--- src/rtl/mrp_rf_pkg.sv ---
// Package: shared helpers for the multi-read-port register file.
// Assumes byte granularity means groups of 8 bits, the top group possibly partial.
package mrp_rf_pkg;

    // Number of mask bits for a given word width and granularity.
    function automatic int mask_width(input int width, input bit byte_mode);
        return byte_mode ? (width + 7) / 8 : width;
    endfunction

endpackage

--- src/rtl/rf_wr_gate.sv ---
// Module: rf_wr_gate
// Decides whether the current write takes effect and expands the write mask
// into one enable per data bit. Assumes reset outranks retention, which
// outranks the write request.
module rf_wr_gate #(
    parameter int WORDS     = 12,
    parameter int WIDTH     = 16,
    parameter int AW        = 4,
    parameter int MASK_W    = 16,
    parameter bit BYTE_MODE = 1'b0
) (
    input  logic              rst_n,
    input  logic              ret_hold,
    input  logic              wr_en,
    input  logic [AW-1:0]     wr_addr,
    input  logic [MASK_W-1:0] wr_mask,
    output logic              wr_go,
    output logic [WIDTH-1:0]  bit_en
);

    localparam logic [AW:0] WORD_LIMIT = (AW + 1)'(WORDS);

    // Effective write: not in reset, not in retention, address in range.
    always_comb begin
        wr_go = wr_en && rst_n && !ret_hold && ({1'b0, wr_addr} < WORD_LIMIT);
    end

    // Mask expansion: the granularity parameter picks the mapping.
    for (genvar i = 0; i < WIDTH; i++) begin : g_bit
        if (BYTE_MODE) begin : g_byte
            assign bit_en[i] = wr_mask[i / 8];
        end else begin : g_single
            assign bit_en[i] = wr_mask[i];
        end
    end

endmodule

--- src/rtl/rf_array.sv ---
// Module: rf_array
// Storage words with a synchronous active-low clear and a bit-masked write.
// Assumes wr_go already accounts for retention, range and reset priority.
module rf_array #(
    parameter int WORDS = 12,
    parameter int WIDTH = 16,
    parameter int AW    = 4
) (
    input  logic                   clk,
    input  logic                   rst_n,
    input  logic                   wr_go,
    input  logic [AW-1:0]          wr_addr,
    input  logic [WIDTH-1:0]       wr_data,
    input  logic [WIDTH-1:0]       bit_en,
    output logic [WORDS*WIDTH-1:0] mem_flat
);

    logic [WIDTH-1:0] mem [WORDS];

    for (genvar w = 0; w < WORDS; w++) begin : g_word
        // One word: clear on reset, merge enabled bits on an addressed write.
        always_ff @(posedge clk) begin
            if (!rst_n) begin
                mem[w] <= '0;
            end else if (wr_go && (wr_addr == AW'(w))) begin
                mem[w] <= (mem[w] & ~bit_en) | (wr_data & bit_en);
            end
        end
        assign mem_flat[w*WIDTH +: WIDTH] = mem[w];
    end

    AST_RESET_CLEARS: assert property (@(posedge clk) disable iff (!rst_n)
        $rose(rst_n) |-> (mem_flat == '0));

    AST_IDLE_KEEPS: assert property (@(posedge clk) disable iff (!rst_n)
        !wr_go |=> $stable(mem_flat));

endmodule

--- src/rtl/rf_rd_port.sv ---
// Module: rf_rd_port
// One combinational read port: word select, out-of-range zeroing, and the
// optional same-cycle bypass of the masked write data.
// Assumes mem_flat holds word w at slice w*WIDTH.
module rf_rd_port #(
    parameter int WORDS      = 12,
    parameter int WIDTH      = 16,
    parameter int AW         = 4,
    parameter bit WRITE_THRU = 1'b1
) (
    input  logic                   clk,
    input  logic                   rst_n,
    input  logic [AW-1:0]          rd_addr,
    input  logic [WORDS*WIDTH-1:0] mem_flat,
    input  logic                   wr_go,
    input  logic [AW-1:0]          wr_addr,
    input  logic [WIDTH-1:0]       wr_data,
    input  logic [WIDTH-1:0]       bit_en,
    output logic [WIDTH-1:0]       rd_data
);

    localparam logic [AW:0] WORD_LIMIT = (AW + 1)'(WORDS);

    logic [WIDTH-1:0] stored;

    // Word select; addresses with no word leave zero.
    always_comb begin
        stored = '0;
        for (int w = 0; w < WORDS; w++) begin
            if (rd_addr == AW'(w)) stored = mem_flat[w*WIDTH +: WIDTH];
        end
    end

    if (WRITE_THRU) begin : g_bypass
        // Bypass: enabled bits come from the write data on an address match.
        always_comb begin
            if (wr_go && (rd_addr == wr_addr)) rd_data = (stored & ~bit_en) | (wr_data & bit_en);
            else rd_data = stored;
        end

        AST_BYPASS_FRESH: assert property (@(posedge clk) disable iff (!rst_n)
            (wr_go && (rd_addr == wr_addr)) |-> ((rd_data & bit_en) == (wr_data & bit_en)));
    end else begin : g_plain
        assign rd_data = stored;
    end

    AST_OOR_READ_ZERO: assert property (@(posedge clk) disable iff (!rst_n)
        ({1'b0, rd_addr} >= WORD_LIMIT) |-> (rd_data == '0));

endmodule

--- src/rtl/mrp_regfile.sv ---
// Module: mrp_regfile
// Register file with one masked synchronous write port and RD_PORTS
// combinational read ports (1, 2 or 4), optional write-through, synchronous
// active-low clear and a retention hold. Assumes WORDS in 2..128, WIDTH in 4..144.
module mrp_regfile
    import mrp_rf_pkg::*;
#(
    parameter int  WORDS      = 12,
    parameter int  WIDTH      = 16,
    parameter int  RD_PORTS   = 2,
    parameter bit  WRITE_THRU = 1'b1,
    parameter bit  BYTE_MODE  = 1'b0,
    localparam int AW         = (WORDS > 1) ? $clog2(WORDS) : 1,
    localparam int MASK_W     = mask_width(WIDTH, BYTE_MODE)
) (
    input  logic                      clk,
    input  logic                      rst_n,
    input  logic                      ret_hold,
    input  logic                      wr_en,
    input  logic [AW-1:0]             wr_addr,
    input  logic [WIDTH-1:0]          wr_data,
    input  logic [MASK_W-1:0]         wr_mask,
    input  logic [RD_PORTS*AW-1:0]    rd_addr,
    output logic [RD_PORTS*WIDTH-1:0] rd_data
);

    localparam logic [AW:0] WORD_LIMIT = (AW + 1)'(WORDS);

    logic                   wr_go;
    logic [WIDTH-1:0]       bit_en;
    logic [WORDS*WIDTH-1:0] mem_flat;

    rf_wr_gate #(
        .WORDS(WORDS), .WIDTH(WIDTH), .AW(AW), .MASK_W(MASK_W), .BYTE_MODE(BYTE_MODE)
    ) u_gate (
        .rst_n(rst_n), .ret_hold(ret_hold), .wr_en(wr_en), .wr_addr(wr_addr),
        .wr_mask(wr_mask), .wr_go(wr_go), .bit_en(bit_en)
    );

    rf_array #(.WORDS(WORDS), .WIDTH(WIDTH), .AW(AW)) u_array (
        .clk(clk), .rst_n(rst_n), .wr_go(wr_go), .wr_addr(wr_addr),
        .wr_data(wr_data), .bit_en(bit_en), .mem_flat(mem_flat)
    );

    for (genvar p = 0; p < RD_PORTS; p++) begin : g_rd
        rf_rd_port #(
            .WORDS(WORDS), .WIDTH(WIDTH), .AW(AW), .WRITE_THRU(WRITE_THRU)
        ) u_port (
            .clk(clk), .rst_n(rst_n), .rd_addr(rd_addr[p*AW +: AW]),
            .mem_flat(mem_flat), .wr_go(wr_go), .wr_addr(wr_addr),
            .wr_data(wr_data), .bit_en(bit_en), .rd_data(rd_data[p*WIDTH +: WIDTH])
        );
    end

    AST_RETENTION_HOLDS: assert property (@(posedge clk) disable iff (!rst_n)
        ret_hold |=> $stable(mem_flat));

    AST_OOR_WRITE_DROPPED: assert property (@(posedge clk) disable iff (!rst_n)
        ({1'b0, wr_addr} >= WORD_LIMIT) |=> $stable(mem_flat));

endmodule

--- config.mk ---
export PLATFORM = sky130hd
export DESIGN_NAME = mrp_regfile
export DESIGN_NICKNAME = d
export VERILOG_FILES = /design/src/rtl/mrp_rf_pkg.sv /design/src/rtl/rf_wr_gate.sv /design/src/rtl/rf_array.sv /design/src/rtl/rf_rd_port.sv /design/src/rtl/mrp_regfile.sv
export SDC_FILE = /design/constraint.sdc
export NUM_CORES = 1
export LEC_CHECK = 0
export ABC_AREA = 1
export ABC_CLOCK_PERIOD_IN_PS = 2200
export BUFFER_PORTS_ARGS = -buffer_cell sky130_fd_sc_hd__buf_2
export CAP_MARGIN = 20
export CORE_MARGIN = 8
export CORE_UTILIZATION = 48
export DETAILED_ROUTE_END_ITERATION = 8
export PLACE_DENSITY = 0.68
export RECOVER_POWER = 25
export SYNTH_ARGS = -nofsm -noshare
export SYNTH_HDL_FRONTEND = slang
export SYNTH_SLANG_ARGS = --single-unit
--- constraint.sdc ---
create_clock -name clk -period 2.2 [get_ports clk]
set_input_delay 0.44 -clock clk [delete_from_list [all_inputs] [get_ports clk]]
set_output_delay 0.44 -clock clk [all_outputs]
set_load 0.02 [all_outputs]
==> qor.txt <==
Status = complete, but fails checks
Violated checks = negative setup slack
Input/output buffers = 79
Vias per inst = 6.10
Synthesized instance count = 1502
Adder-Cell Fraction of Synth Area = 0
Antenna viol nets, final = 0
Critical setup path kind = flop to output port
Final Hold Fails = 0
Setup-failing EPs final = 49
Placed cell area = 13400 um^2
Die Width = 171 um
CTS Buf Count = 17
Xor/xnor share of the synthesized area = 0.00303
CTS H-tree lvls = 4
CTS Buffer Depth = 2
Worst path arrival time = 1.99 ns
Req. time, crit path = 1.76 ns
Cell Area, Synth = 11600 um^2
Share of cells above drive strength 1 = 0.282
Detail Placement HPWL = 27.9 mm
Diode count = 0
Worst-path clk slew = 0.08 ns
DRT Pass-1 Iters = 7
Final WL = 44.0 mm
Largest Register = u_array.mem
Crit path launch type = flop
Global-route wire length before repair = 65.2 mm
Filler instances = 1892
Largest net degree at the start of global routing = 20
Starting Density = 0.483
CTS tree = yes
# nets final = 1738
Synth Area in Simple Gates = 0.294
Worst R2R Path Depth = 4
Core area = 24000 um^2
Compound-Gate Fraction of Synth Area = 0.143
GRT overflow = 0
IO Count = 80
Leakage = 0.00653 uW
Mean Syn Cell Area = 7.70 um^2
WL per Instance = 21.7 um
Post-synthesis register bit count = 192
YS warnings = 0
Area growth, synth to finish = 36.8%
DR vias = 12371
Hold Crit Class = input port to flop
Yosys cell types = 24
Root Driver = clkbuf_16
Crit Path Max Fanout = 3
Critical Path End Type = output port
Setup TNS = -3.98 ns
Setup repair after global routing missed its margin = true
Setup WS pre-CTS = -0.362 ns
Max-cap violations = 0
Biggest regs = u_array.mem x192
Slew of the pin with the lowest slew margin = 0.882 ns
Total track usage = 0.291
Die height = 171 um
Number of cells on the worst hold path = 5
Layout Cells excl Fill = 2027
Clock sink count = 192
Post-route cell area = 15800 um^2
Mux cell area share after synthesis = 0
Post-route DRC violation count = 0
Peak VDD IR = 0.505 mV
Syn nets = 1550
Initial DRC Count = 1364
Final Skew = 0 ns
Initial antenna violation count = 0
Final GP Congestion = 0.903
Slew margin rel. = 0.407
Fmax = 412 MHz
Row cnt = 57
# hold bufs at CTS = 0
Slack of the critical path = -0.229 ns
Max FFs per register = 192
Register area = 5770 um^2
Fin. max-slew vios = 0
Sequential area share after synthesis = 0.498
Vias in the first global route = 11361
Multi-input logic area = 5790 um^2
Worst-skew pair later-pin latency = 0.44 ns
Period utilization = 1.10
Tmin final = 2.43 ns
Layout Utilization = 0.661
Pwr Density = 576 nW/um^2
Largest family of logic cells by synthesized area = simple AND/OR/NAND/NOR gates
DIE AREA = 29300 um^2
Placed cell count = 1944
## layer usage
metal / GRT usage / vias to the layer above / share of wire
li1: - / 5458 / -
met1: 0.394 / 5749 / 0.38
met2: 0.452 / 991 / 0.45
met3: 0.0523 / 173 / 0.12
met4: 0.126 / 0 / 0.048
met5: 0 / - / 0
## final cells by class
cell class	count	share of cell area
Timing Repair inverter	1	0.000553
Sequential cell	192	0.364
Inverter	97	0.0284
Tap cell	324	0.0256
Clock inverter	15	0.0106
Timing Repair Buffer	248	0.178
Multi-Input combinational cell	1133	0.366
Clock buffer	17	0.0269
## worst max-delay path: stages, from the launching register on
cell and delay (ns):
edfxtp_1 0.46, nand2_2 0.10, nand3_2 0.08, nor2_2 0.13
nand4_1 0.15, o21ai_1 0.15, nand4_1 0.16, nand2_1 0.10
nand2_1 0.07, buf_6 0.13
## per-stage QoR
step / power [uW] / hold WS [ns]
after global placement: 5580 / 0.589
final: 9120 / 0.483
after floorplan: 5010 / 0.571
after detailed placement: 5600 / 0.597
after CTS: 8940 / 0.483
after global routing: 9340 / 0.555
## report_power, final
| group | leakage, uW | switching [uW] | internal (uW) |
|---|---|---|---|
| logic | 0.00426 | 985 | 656 |
| registers | 0.00198 | 118 | 4150 |
| clock network | 0.000293 | 1580 | 1630 |
| total | 0.00653 | 2690 | 6430 |
## Yosys cell counts
| cell type | count | area, um^2 |
|---|---|---|
| nand2_1 | 377 | 1420 |
| nor2_1 | 280 | 1050 |
| a21oi_1 | 268 | 1340 |
| edfxtp_1 | 192 | 5770 |
| inv_1 | 77 | 289 |
| nand4_1 | 59 | 369 |
| nand3_1 | 49 | 245 |
| clkbuf_1 | 40 | 150 |
| buf_2 | 37 | 185 |
| o21ai_1 | 25 | 125 |
| a22oi_1 | 20 | 150 |
| inv_2 | 20 | 75.1 |
| nand2_2 | 15 | 93.8 |
| nor2_2 | 14 | 87.6 |
| o21ai_0 | 7 | 35.0 |
| nor3_4 | 4 | 65.1 |
| or2_2 | 4 | 25.0 |
| xor2_1 | 4 | 35.0 |
| and3_1 | 3 | 18.8 |
| buf_1 | 2 | 7.51 |
| nor2_4 | 2 | 22.5 |
| buf_4 | 1 | 7.51 |
| nor3_1 | 1 | 5.00 |
| nor3b_1 | 1 | 7.51 |
## cell families after synthesis
logic type / Yosys count
buffers and inverters: 177
DFF: 192
xor gates and xnor gates: 4
and+or+nand+nor: 809
AOI/OAI and AO/OA: 320
## repair_timing
| action | 4_1_cts | 5_1_grt |
|---|---|---|
| endpoints found under the setup margin | 32 | 32 |
| buffers inserted | 18 | 20 |
| pin swaps | 70 | 108 |
| resized for setup | 211 | 132 |
| gates cloned | 11 | 5 |
## layout by cell type (no fill, tap or decap), types with 16 or more instances in the layout
master     count
a21oi_1      242
a21oi_2       25
a22oi_1       16
buf_12        50
buf_2         41
buf_4         80
buf_6         52
clkbuf_16     21
edfxtp_1     192
inv_1         75
nand2_1      339
nand2_2       39
nand3_1       21
nand3_2       26
nand4_1       59
nor2_1       246
nor2_2        25
nor2_4        25
o21ai_1       21
## final timing paths
path / start / slack, ns / endpoint
worst max register to register: u_array.mem[0][21] / 1.03 / u_array.mem[0][21]
worst min register to register: u_array.mem[2][60] / 0.62 / u_array.mem[2][60]
worst min-delay path: wr_data[11] / 0.48 / u_array.mem[2][59]
worst max-delay path: u_array.mem[0][5] / -0.23 / rd_data[21]
(Power assumes the default switching activity.)
